`src/rtl/alarm_clk_pkg.sv`:
```
package alarm_clk_pkg;

  localparam int DIG_W = 4;
  localparam int SEG_W = 8;

  typedef enum logic [1:0] {
    ST_INIT   = 2'd0,
    ST_TIME   = 2'd1,
    ST_ALARM  = 2'd2,
    ST_SNOOZE = 2'd3
  } clk_state_e;

  localparam logic [SEG_W-1:0] SEG_ALARM = 8'h80;

  function automatic logic [SEG_W-1:0] bcd_to_seg(input logic [DIG_W-1:0] d);
    logic [SEG_W-1:0] s;
    case (d)
      4'd0: s = 8'h3F;
      4'd1: s = 8'h06;
      4'd2: s = 8'h5B;
      4'd3: s = 8'h4F;
      4'd4: s = 8'h66;
      4'd5: s = 8'h6D;
      4'd6: s = 8'h7D;
      4'd7: s = 8'h07;
      4'd8: s = 8'h7F;
      4'd9: s = 8'h6F;
      default: s = 8'h00;
    endcase
    return s;
  endfunction

endpackage

```
`src/rtl/clk_reset_sync.sv`:
```
module clk_reset_sync (
  input  logic clk,
  input  logic rst_n_i,
  output logic rst_n_o
);
  logic [1:0] rst_pipe_q;

  always_ff @(posedge clk or negedge rst_n_i) begin
    if (!rst_n_i) rst_pipe_q <= 2'b00;
    else          rst_pipe_q <= {rst_pipe_q[0], 1'b1};
  end

  assign rst_n_o = rst_pipe_q[1];
endmodule

```
`src/rtl/clk_bit_sync.sv`:
```
module clk_bit_sync (
  input  logic clk,
  input  logic rst_n,
  input  logic d_i,
  output logic q_o
);
  logic meta_q;
  logic stab_q;

  always_ff @(posedge clk or negedge rst_n) begin
    if (!rst_n) begin
      meta_q <= 1'b0;
      stab_q <= 1'b0;
    end else begin
      meta_q <= d_i;
      stab_q <= meta_q;
    end
  end

  assign q_o = stab_q;
endmodule

```
`src/rtl/clk_tick_div.sv`:
```
module clk_tick_div #(
  parameter int TICK_DIV = 50_000_000
) (
  input  logic clk,
  input  logic rst_n,
  output logic tick_o
);
  localparam int CNT_W = (TICK_DIV > 1) ? $clog2(TICK_DIV) : 1;
  localparam logic [CNT_W-1:0] CNT_LAST = CNT_W'(TICK_DIV - 1);

  logic [CNT_W-1:0] cnt_q;
  logic [CNT_W-1:0] cnt_d;
  logic             wrap;

  assign wrap = (cnt_q == CNT_LAST);

  always_comb begin
    cnt_d = cnt_q + 1'b1;
    if (wrap) cnt_d = '0;
  end

  always_ff @(posedge clk or negedge rst_n) begin
    if (!rst_n) cnt_q <= '0;
    else        cnt_q <= cnt_d;
  end

  assign tick_o = wrap;

  generate
    if (TICK_DIV > 1) begin : g_tick_chk
      AST_TICK_ISOLATED: assert property (@(posedge clk) disable iff (!rst_n)
        tick_o |=> !tick_o);
    end
  endgenerate
endmodule

```
`src/rtl/clk_time_count.sv`:
```
module clk_time_count
  import alarm_clk_pkg::*;
#(
  parameter int MIN_RADIX  = 10,
  parameter int HOUR_RADIX = 6
) (
  input  logic             clk,
  input  logic             rst_n,
  input  logic             tick_i,
  output logic [DIG_W-1:0] hour_o,
  output logic [DIG_W-1:0] min_o
);
  localparam logic [DIG_W-1:0] MIN_LAST  = DIG_W'(MIN_RADIX - 1);
  localparam logic [DIG_W-1:0] HOUR_LAST = DIG_W'(HOUR_RADIX - 1);

  logic [DIG_W-1:0] min_q, min_d;
  logic [DIG_W-1:0] hour_q, hour_d;

  always_comb begin
    min_d  = min_q;
    hour_d = hour_q;
    if (tick_i) begin
      if (min_q != MIN_LAST) begin
        min_d = min_q + 1'b1;
      end else begin
        min_d = '0;
        if (hour_q != HOUR_LAST) hour_d = hour_q + 1'b1;
        else                     hour_d = '0;
      end
    end
  end

  always_ff @(posedge clk or negedge rst_n) begin
    if (!rst_n) begin
      min_q  <= '0;
      hour_q <= '0;
    end else if (tick_i) begin
      min_q  <= min_d;
      hour_q <= hour_d;
    end
  end

  assign hour_o = hour_q;
  assign min_o  = min_q;

  AST_MIN_RANGE: assert property (@(posedge clk) disable iff (!rst_n)
    min_q <= MIN_LAST);
  AST_HOUR_RANGE: assert property (@(posedge clk) disable iff (!rst_n)
    hour_q <= HOUR_LAST);
  AST_HOLD_NO_TICK: assert property (@(posedge clk) disable iff (!rst_n)
    !tick_i |=> ($stable(min_q) && $stable(hour_q)));
  AST_DAY_WRAP: assert property (@(posedge clk) disable iff (!rst_n)
    (tick_i && min_q == MIN_LAST && hour_q == HOUR_LAST) |=> (min_q == '0 && hour_q == '0));
endmodule

```
`src/rtl/clk_alarm_fsm.sv`:
```
module clk_alarm_fsm
  import alarm_clk_pkg::*;
(
  input  logic             clk,
  input  logic             rst_n,
  input  logic             snooze_i,
  input  logic [DIG_W-1:0] hour_i,
  input  logic [DIG_W-1:0] min_i,
  input  logic [DIG_W-1:0] set_hour_i,
  input  logic [DIG_W-1:0] set_min_i,
  output clk_state_e       state_o
);
  clk_state_e       state_q, state_d;
  logic [DIG_W-1:0] alm_h_q, alm_h_d;
  logic [DIG_W-1:0] alm_m_q, alm_m_d;
  logic             armed_q, armed_d;
  logic             match;

  assign match = (hour_i == alm_h_q) && (min_i == alm_m_q);

  always_comb begin
    state_d = state_q;
    alm_h_d = alm_h_q;
    alm_m_d = alm_m_q;
    armed_d = armed_q;
    case (state_q)
      ST_INIT: begin
        alm_h_d = set_hour_i;
        alm_m_d = set_min_i;
        armed_d = 1'b1;
        state_d = ST_TIME;
      end
      ST_TIME: begin
        if (match && armed_q) begin
          armed_d = 1'b0;
          state_d = ST_ALARM;
        end
      end
      ST_ALARM: state_d = ST_SNOOZE;
      ST_SNOOZE: begin
        if (snooze_i) state_d = ST_TIME;
      end
      default: state_d = ST_TIME;
    endcase
    if (!match && state_q != ST_INIT) armed_d = 1'b1;
  end

  always_ff @(posedge clk or negedge rst_n) begin
    if (!rst_n) begin
      state_q <= ST_INIT;
      alm_h_q <= '0;
      alm_m_q <= '0;
      armed_q <= 1'b1;
    end else begin
      state_q <= state_d;
      alm_h_q <= alm_h_d;
      alm_m_q <= alm_m_d;
      armed_q <= armed_d;
    end
  end

  assign state_o = state_q;

  AST_INIT_ONCE: assert property (@(posedge clk) disable iff (!rst_n)
    state_q == ST_INIT |=> state_q == ST_TIME);
  AST_ALARM_ONE_CYCLE: assert property (@(posedge clk) disable iff (!rst_n)
    state_q == ST_ALARM |=> state_q == ST_SNOOZE);
  AST_SNOOZE_HOLD: assert property (@(posedge clk) disable iff (!rst_n)
    (state_q == ST_SNOOZE && !snooze_i) |=> state_q == ST_SNOOZE);
  AST_SNOOZE_EXIT: assert property (@(posedge clk) disable iff (!rst_n)
    (state_q == ST_SNOOZE && snooze_i) |=> state_q == ST_TIME);
  AST_NO_RETRIGGER: assert property (@(posedge clk) disable iff (!rst_n)
    (state_q == ST_TIME && !armed_q) |=> state_q != ST_ALARM);
  AST_ALARM_FROZEN: assert property (@(posedge clk) disable iff (!rst_n)
    state_q != ST_INIT |=> ($stable(alm_h_q) && $stable(alm_m_q)));
endmodule

```
`src/rtl/mixed_alarm_clock.sv`:
```
module mixed_alarm_clock
  import alarm_clk_pkg::*;
#(
  parameter int TICK_DIV   = 50_000_000,
  parameter int MIN_RADIX  = 10,
  parameter int HOUR_RADIX = 6
) (
  input  logic       clk,
  input  logic       rst_n,
  input  logic       snooze_btn,
  input  logic [3:0] alarm_hour,
  input  logic [3:0] alarm_min,
  output logic [7:0] seg_hour,
  output logic [7:0] seg_min,
  output logic [3:0] hour_bcd,
  output logic [3:0] min_bcd,
  output logic [1:0] state
);
  localparam int N_DIG = 2;

  logic             rst_n_int;
  logic             snooze_s;
  logic             tick;
  logic [DIG_W-1:0] hour_w, min_w;
  clk_state_e       state_w;
  logic             show_alarm;
  logic [DIG_W-1:0] digit [N_DIG];
  logic [SEG_W-1:0] seg   [N_DIG];

  clk_reset_sync u_rst_sync (
    .clk     (clk),
    .rst_n_i (rst_n),
    .rst_n_o (rst_n_int)
  );

  clk_bit_sync u_snooze_sync (
    .clk   (clk),
    .rst_n (rst_n_int),
    .d_i   (snooze_btn),
    .q_o   (snooze_s)
  );

  clk_tick_div #(.TICK_DIV(TICK_DIV)) u_tick_div (
    .clk    (clk),
    .rst_n  (rst_n_int),
    .tick_o (tick)
  );

  clk_time_count #(.MIN_RADIX(MIN_RADIX), .HOUR_RADIX(HOUR_RADIX)) u_time (
    .clk    (clk),
    .rst_n  (rst_n_int),
    .tick_i (tick),
    .hour_o (hour_w),
    .min_o  (min_w)
  );

  clk_alarm_fsm u_fsm (
    .clk        (clk),
    .rst_n      (rst_n_int),
    .snooze_i   (snooze_s),
    .hour_i     (hour_w),
    .min_i      (min_w),
    .set_hour_i (alarm_hour),
    .set_min_i  (alarm_min),
    .state_o    (state_w)
  );

  assign show_alarm = (state_w == ST_ALARM) || (state_w == ST_SNOOZE);
  assign digit[0]   = min_w;
  assign digit[1]   = hour_w;

  generate
    for (genvar g = 0; g < N_DIG; g++) begin : g_digit
      assign seg[g] = show_alarm ? SEG_ALARM : bcd_to_seg(digit[g]);
    end
  endgenerate

  assign seg_min  = seg[0];
  assign seg_hour = seg[1];
  assign hour_bcd = hour_w;
  assign min_bcd  = min_w;
  assign state    = state_w;
endmodule

```
`config.mk`:
```
export PLATFORM = sky130hd
export DESIGN_NAME = mixed_alarm_clock
export DESIGN_NICKNAME = d
export VERILOG_FILES = /design/src/rtl/alarm_clk_pkg.sv /design/src/rtl/clk_reset_sync.sv /design/src/rtl/clk_bit_sync.sv /design/src/rtl/clk_tick_div.sv /design/src/rtl/clk_time_count.sv /design/src/rtl/clk_alarm_fsm.sv /design/src/rtl/mixed_alarm_clock.sv
export SDC_FILE = /design/constraint.sdc
export NUM_CORES = 1
export LEC_CHECK = 0
export ABC_AREA = 0
export BUFFER_PORTS_ARGS = -buffer_cell sky130_fd_sc_hd__clkbuf_2
export CAP_MARGIN = 10
export CELL_PAD_IN_SITES_DETAIL_PLACEMENT = 1
export CELL_PAD_IN_SITES_GLOBAL_PLACEMENT = 1
export CORE_MARGIN = 4
export CORE_UTILIZATION = 45
export CTS_CLUSTER_SIZE = 8
export DETAILED_ROUTE_END_ITERATION = 6
export GPL_TIMING_DRIVEN = 1
export HOLD_SLACK_MARGIN = 0.03
export PLACE_DENSITY = 0.8
export SYNTH_ARGS = -nofsm -noshare
export SYNTH_HDL_FRONTEND = slang
export SYNTH_HIERARCHICAL = 1
export SYNTH_SLANG_ARGS = --single-unit
```
`constraint.sdc`:
```
create_clock -name clk -period 2.3 [get_ports clk]
set_clock_uncertainty 0.15 [all_clocks]
set_input_delay 0 -clock clk [delete_from_list [all_inputs] [get_ports clk]]
set_output_delay 0 -clock clk [all_outputs]
set_load 0.02 [all_outputs]
```
# Word level (Yosys, flattened, before mapping)
# Memories as Yosys holds them, arrays and structs flattened.
# Cells that the tools add are included.
totals:
  ff_bits: 49
  mem_bits_ro: 224
  inputBits: 11
  output_inout_bits: 26
  word_cells: 49
  mem_count: 2
classes:
  addsub: 3
  eq_ne: 11
  n_mux: 11
  n_bitwise: 1
  reduce_logical: 11
memory_table:
  columns: ["name", "depth", "word_bits", "rd", "rd_ports_with_merged_regs", "write_ports", "line", "source"]
  rows:
  - ["(no name shown)", 16, 7, 1, 0, 0, "alarm_clk_pkg.sv:17", "case (d)"]
  - ["(no name shown)", 16, 7, 1, 0, 0, "alarm_clk_pkg.sv:17", null]
ops:
  columns: ["operator", "count"]
  rows:
  - ["adder 26 x 1 -> 26 bit (second input constant)", 1]
  - ["== test 26 bit (second input constant)", 1]
  - ["2-to-1 mux 26 bit", 1]
  - ["2-to-1 mux 8 bit", 2]
  - ["adder 4 x 1 -> 4 bit (second input constant)", 2]
  - ["== test 4 bit", 2]
  - ["2-to-1 mux 4 bit", 2]
  - ["one-hot mux 2 bit (4 select lines)", 1]
  - ["AND reduction 2 bit", 3]
  - ["== test 2 bit (second input constant)", 2]
  - ["2-to-1 mux 2 bit", 2]
  - ["inequality test 2 x 1 -> 1 bit (second input constant)", 2]
  - ["inequality test 4 x 3 -> 1 bit (second input constant)", 1]
  - ["inequality test 4 bit (second input constant)", 1]
  - ["logical AND 1 bit", 3]
  - ["inequality test 3 x 1 -> 1 bit (second input constant)", 1]
  - ["nonzero test 3 bit", 1]
  - ["== test 2 x 1 -> 1 bit (second input constant)", 1]
  - ["zero test 2 bit", 1]
  - ["2-to-1 mux 1 bit", 2]
  - ["one-hot mux 1 bit (2 select lines)", 1]
  - ["nonzero test 2 bit", 1]
  - ["zero test 1 bit", 1]
  - ["logical OR 1 bit", 1]
  - ["inverter 1 bit", 1]

# Logic depth before layout (Yosys ltp)
depth:
  word_depth: 6
  mapped_depth: 7
  ltp_nobuf: 6

# Modules after synthesis
# The synthesis kept the hierarchy.
modules_own_cells:
  columns: ["mod", "n_inst", "cells_per_inst", "area_per_inst_um2", "seq_area_each_um2"]
  rows:
  - ["clk_tick_div", 1, 134, 1337.5, 650.6]
  - ["clk_alarm_fsm", 1, 53, 608.1, 276.5]
  - ["mixed_alarm_clock", 1, 63, 478.0, 0.0]
  - ["clk_time_count", 1, 34, 402.9, 200.2]
  - ["clk_reset_sync", 1, 3, 53.8, 50.0]
  - ["clk_bit_sync", 1, 2, 50.0, 50.0]

# Worst setup path before layout
# No wires, ideal clock.
synth_path:
  kind: "reg-to-reg"
  startpoint: "register u_tick_div.cnt_q[2]"
  endpoint: "register u_time.hour_q[2] (netlist: u_time/hour_o[2])"
  setup_ns: 0.141
  t_arrival_ns: 2.064
  required_ns: 2.009
  setup_slack_ns: -0.055
  stages_incl_launch_ff: 8
  n_path_buf: 1
  period_less_slack_ns: 2.355
  cell_sequence: "dfrtp_1 and4_1 nand2_1 nor4_4 buf_2 nand4b_4 o31ai_1 o41ai_1"
synth_between:
  elab_chain_len: 2
synth_lines:
  columns: ["element", "line", "source"]
  rows:
  - ["from (decl)", "clk_tick_div.sv:11", "logic [CNT_W-1:0] cnt_q;"]
  - ["from (signal assigned)", "clk_tick_div.sv:24", "else cnt_q <= cnt_d;"]
  - ["== test 26 bit", "clk_tick_div.sv:15", "assign wrap = (cnt_q == CNT_LAST);"]
  - ["via tick", "mixed_alarm_clock.sv:23", "logic tick;"]
  - ["AND reduction 2 bit (no source line)", null, null]
  - ["to (signal assigned)", "clk_time_count.sv:39", "hour_q <= hour_d;"]
  - ["to (decl)", "clk_time_count.sv:17", "logic [DIG_W-1:0] hour_q, hour_d;"]
# The timed path passes the listed nets, and every way through them passes these cells.
# A chain may end at the register's enable or synchronous reset.

# Final worst setup path
layout_path:
  startpoint: "register u_tick_div.cnt_q[18]"
  endpoint: "register u_time.hour_q[1] (netlist: u_time/hour_o[1])"
# Same word-level chain as after synthesis.

==> impl_metrics.tcl <==
set metrics [dict create \
    diodes 0 \
    io_pins 37 \
    drv_cap 0 \
    postPlaceCellArea_um2 3260 \
    yosys.area.top_type "dfrtp_1" \
    total_power_mw 2.47 \
    numClockSinks 49 \
    synth-main-ff-cell "dfrtp_1" \
    antenna_found_initial 0 \
    cp.arrival_ns 2.24 \
    yosys-top-cells-area "dfrtp_1 41%, ha_1 6.4%, xnor2_1 5.7%, mux2_2 3.1%, xor2_1 3.0%" \
    placementRows 29 \
    clockPowerShare_pct 21.3 \
    r2r-start "u_tick_div/cnt_q[18]" \
    regArea_um2 1230 \
    fmax_ghz 0.457 \
    synth_edf_count 0 \
    hold_class "reg2async" \
    cp.required_ns 2.35 \
    post-route-drc-count 0 \
    insertion_delay_ns 0.31 \
    swShare_pct 37.4 \
    path_buf_inv 1 \
    port_buffers 36 \
    initial_core_util_pct 46.1 \
    viasPerCell 5.62 \
    hold_violations 0 \
    grt_pass1_vias 2459 \
    r2r_end "u_time/hour_o[1]" \
    endpoint "u_time/hour_o[1]" \
    syn-cell-area_um2 2930 \
    die-area_um2 7870 \
    drt_iter0_drc 105 \
    ir_drop_v 0.000621 \
    syn_to_final_growth_pct 19.5 \
    avgSynthCellArea_um2 10.1 \
    timing_worst_setup_path_type "reg2reg" \
    switchingPower_uw 922 \
    wl_per_cell_um 16.8 \
    worst_path_dominant_cell_family "simple AND/OR/NAND/NOR gates" \
    post-route-period-util_pct 95.2 \
    p_comb_share_pct 36.6 \
    clk_pin_slew_ns 0.10 \
    core_area_um2 6350 \
    cts_buffer_depth 2 \
    end_kind "register" \
    p_per_area_nw_per_um2 704 \
    synth.distinct_cells 58 \
    outcome "complete, no violations" \
    dieHeight_um 88.7 \
    stdcell_area_um2 3500 \
    reg2reg_depth 7 \
    synth_top_area_share_pct 41.0 \
    place_congestion 0.778 \
    fin_nets 377 \
    maxSlewViolCount 0 \
    internal_power_mw 1.54 \
    worst_pin_slew_ns 0.589 \
    drive_gt1_share_pct 25.9 \
    yosys_warnings 6 \
    pwr-share-seq_pct 42.2 \
    setup_viol_count_final 0 \
    final_antenna_net_count 0 \
    synth_seq_cells 49 \
    synthArstFlopShare_pct 100 \
    h-tree-depth 2 \
    nFillCells 728 \
    startpoint_type "register" \
    detail_route.first_pass.iterations 4 \
    synthesis.nets 315 \
    path_max_fanout 6 \
    crit_chain "nor4b_4 -> nand4_1 -> nor4_4 -> nand4b_4 -> buf_4 -> o21ai_1 -> o31ai_1" \
    yosysSeqAreaShare_pct 41.9 \
    num_vias 2409 \
    dieWidth_um 88.7 \
    cp.depth 7 \
    tritoncts "built" \
    syn_inst 289 \
    wl_um 7200 \
    rrSetupSlack_ns 0.11 \
    hpwlAfterDp_um 5140 \
    p_leak_nw 1.62 \
    grt_pass1_wl_um 11900 \
    cp-startpoint "u_tick_div/cnt_q[18]" \
    relSlewSlack_pct 60.7 \
    grt_start_max_net_pins 48 \
    max_stage_delay_ns 0.44 \
    overflow 0 \
    track_usage_pct 19.3 \
    multi_input_area_um2 1610 \
    cts_root_buffer "clkbuf_8" \
    utilization_pct 55.2 \
    fin_crit_ns 2.19 \
    cpMaxStageDelayCell "dfrtp_2" \
    cts_buffers 5 \
]
## routing by layer
metal / share of wire, % / vias up / global-route usage (%) / wire length, um
li1: - / 1152 / - / -
met1: 43 / 1204 / 24.3 / 3120
met2: 52 / 45 / 34.9 / 3770
met3: 3.3 / 8 / 2.79 / 239
met4: 0.97 / 0 / 4.12 / 70
met5: 0 / - / 0 / 0
## repair_timing
item | 4_1_cts | 5_1_grt
gates resized for setup | 0 | 5
endpoints found under the setup margin | 0 | 3
hold endpoints to repair | 11 | 0
buffers inserted | 0 | 3
hold buffers | 11 | 0
## placed cells by master, fill, tap and decap left out, types with 6 or more instances in the layout
master / netlist / final
nand3_1: 11 / 11
mux2_2: 8 / 8
buf_4: 2 / 18
nand2_1: 16 / 16
nand4_1: 8 / 8
xnor2_1: 19 / 19
nor2_1: 19 / 19
clkbuf_2: 0 / 36
nor2b_1: 8 / 8
xor2_1: 10 / 10
a21oi_1: 13 / 13
dlygate4sd3_1: 0 / 11
o21ai_0: 10 / 10
dfrtp_1: 48 / 45
ha_1: 15 / 15
inv_1: 11 / 11
nand2b_1: 6 / 6
## cells in the mapped netlist, types with 3 or more instances
cell,number
mux2_2,8
buf_2,3
ha_1,15
nor4_1,4
and4_1,4
dfrtp_1,48
nand3_1,11
and3_1,5
a21oi_1,13
nand2b_1,6
xnor2_1,19
or2_1,3
clkbuf_1,3
nor2b_1,8
nand4_1,8
or3_1,5
o22ai_1,4
o21ai_0,10
inv_1,11
or4_1,5
nor2_1,19
o31ai_1,5
xor2_1,10
nand2_1,16
## area by class of cell
class / instances / share of cell area (%)
clock inverter: 3 / 0.607
clock buffer: 5 / 1.96
sequential: 49 / 35.2
timing repair buffer: 65 / 12.1
inverter: 12 / 1.29
multi-input combinational: 218 / 46.1
tap: 77 / 2.75
## through the flow
| step | hold slack, ns | TNS, ns | worst slack, ns | instances |
|---|---|---|---|---|
| 6_report | 0.207 | 0 | 0.111 | 429 |
| 5_1_grt | 0.229 | -0.0590 | -0.0158 | 429 |
| 4_1_cts | 0.179 | 0 | 0.0317 | 426 |
| 3_5_place_dp | -0.362 | 0 | 0.0665 | 407 |
| 3_3_place_gp | -0.362 | 0 | 0.244 | 407 |
| 2_1_floorplan | -0.446 | 0 | 0.00492 | 289 |
## flip-flops by register name, summed over array words and instances (netlist names)
| signal | cells |
|---|---|
| u_fsm/alm_h_q | 4 |
| u_fsm/alm_m_q | 4 |
| u_fsm/armed_q | 1 |
| u_fsm/state_o | 2 |
| u_rst_sync/rst_pipe_q | 2 |
| u_snooze_sync/meta_q | 1 |
| u_snooze_sync/q_o | 1 |
| u_tick_div/cnt_q | 26 |
| u_time/hour_o | 4 |
| u_time/min_o | 4 |
## power by group through the flow
stage | Combinational, mW | Sequential (mW) | Clock, mW
after floorplan | 0.619 | 1.07 | 0
after global placement | 0.860 | 1.05 | 0
after detailed placement | 0.896 | 1.06 | 0
after CTS | 0.912 | 1.04 | 0.548
after global routing | 0.989 | 1.05 | 0.581
final | 0.901 | 1.04 | 0.524
## worst min-delay path by stage
stage,start,to,slack (ns),depth (start not counted)
after detailed placement,rst_n,u_rst_sync/rst_pipe_q[0],-0.36,1
after floorplan,rst_n,u_rst_sync/rst_pipe_q[0],-0.45,0
final,u_rst_sync/rst_pipe_q[1],u_time/hour_o[2],0.21,1
after global placement,rst_n,u_rst_sync/rst_pipe_q[0],-0.36,1
after CTS,snooze_btn,u_snooze_sync/meta_q,0.18,2
after global routing,u_rst_sync/rst_pipe_q[0],u_rst_sync/rst_pipe_q[1],0.23,0
## kinds of logic after synthesis
| logic type | count (synthesis) | share of synthesized area [%] |
|---|---|---|
| AOI/OAI and AO/OA | 49 | 10.8 |
| xor gates and xnor gates | 29 | 8.67 |
| adders and majority gates | 15 | 6.40 |
| buffers and inverters | 22 | 3.71 |
| DFF | 49 | 41.9 |
| muxes | 9 | 3.42 |
| other | 1 | 0.128 |
| and+or+nand+nor | 115 | 24.9 |
No activity file was read; power rests on OpenSTA's default activity.
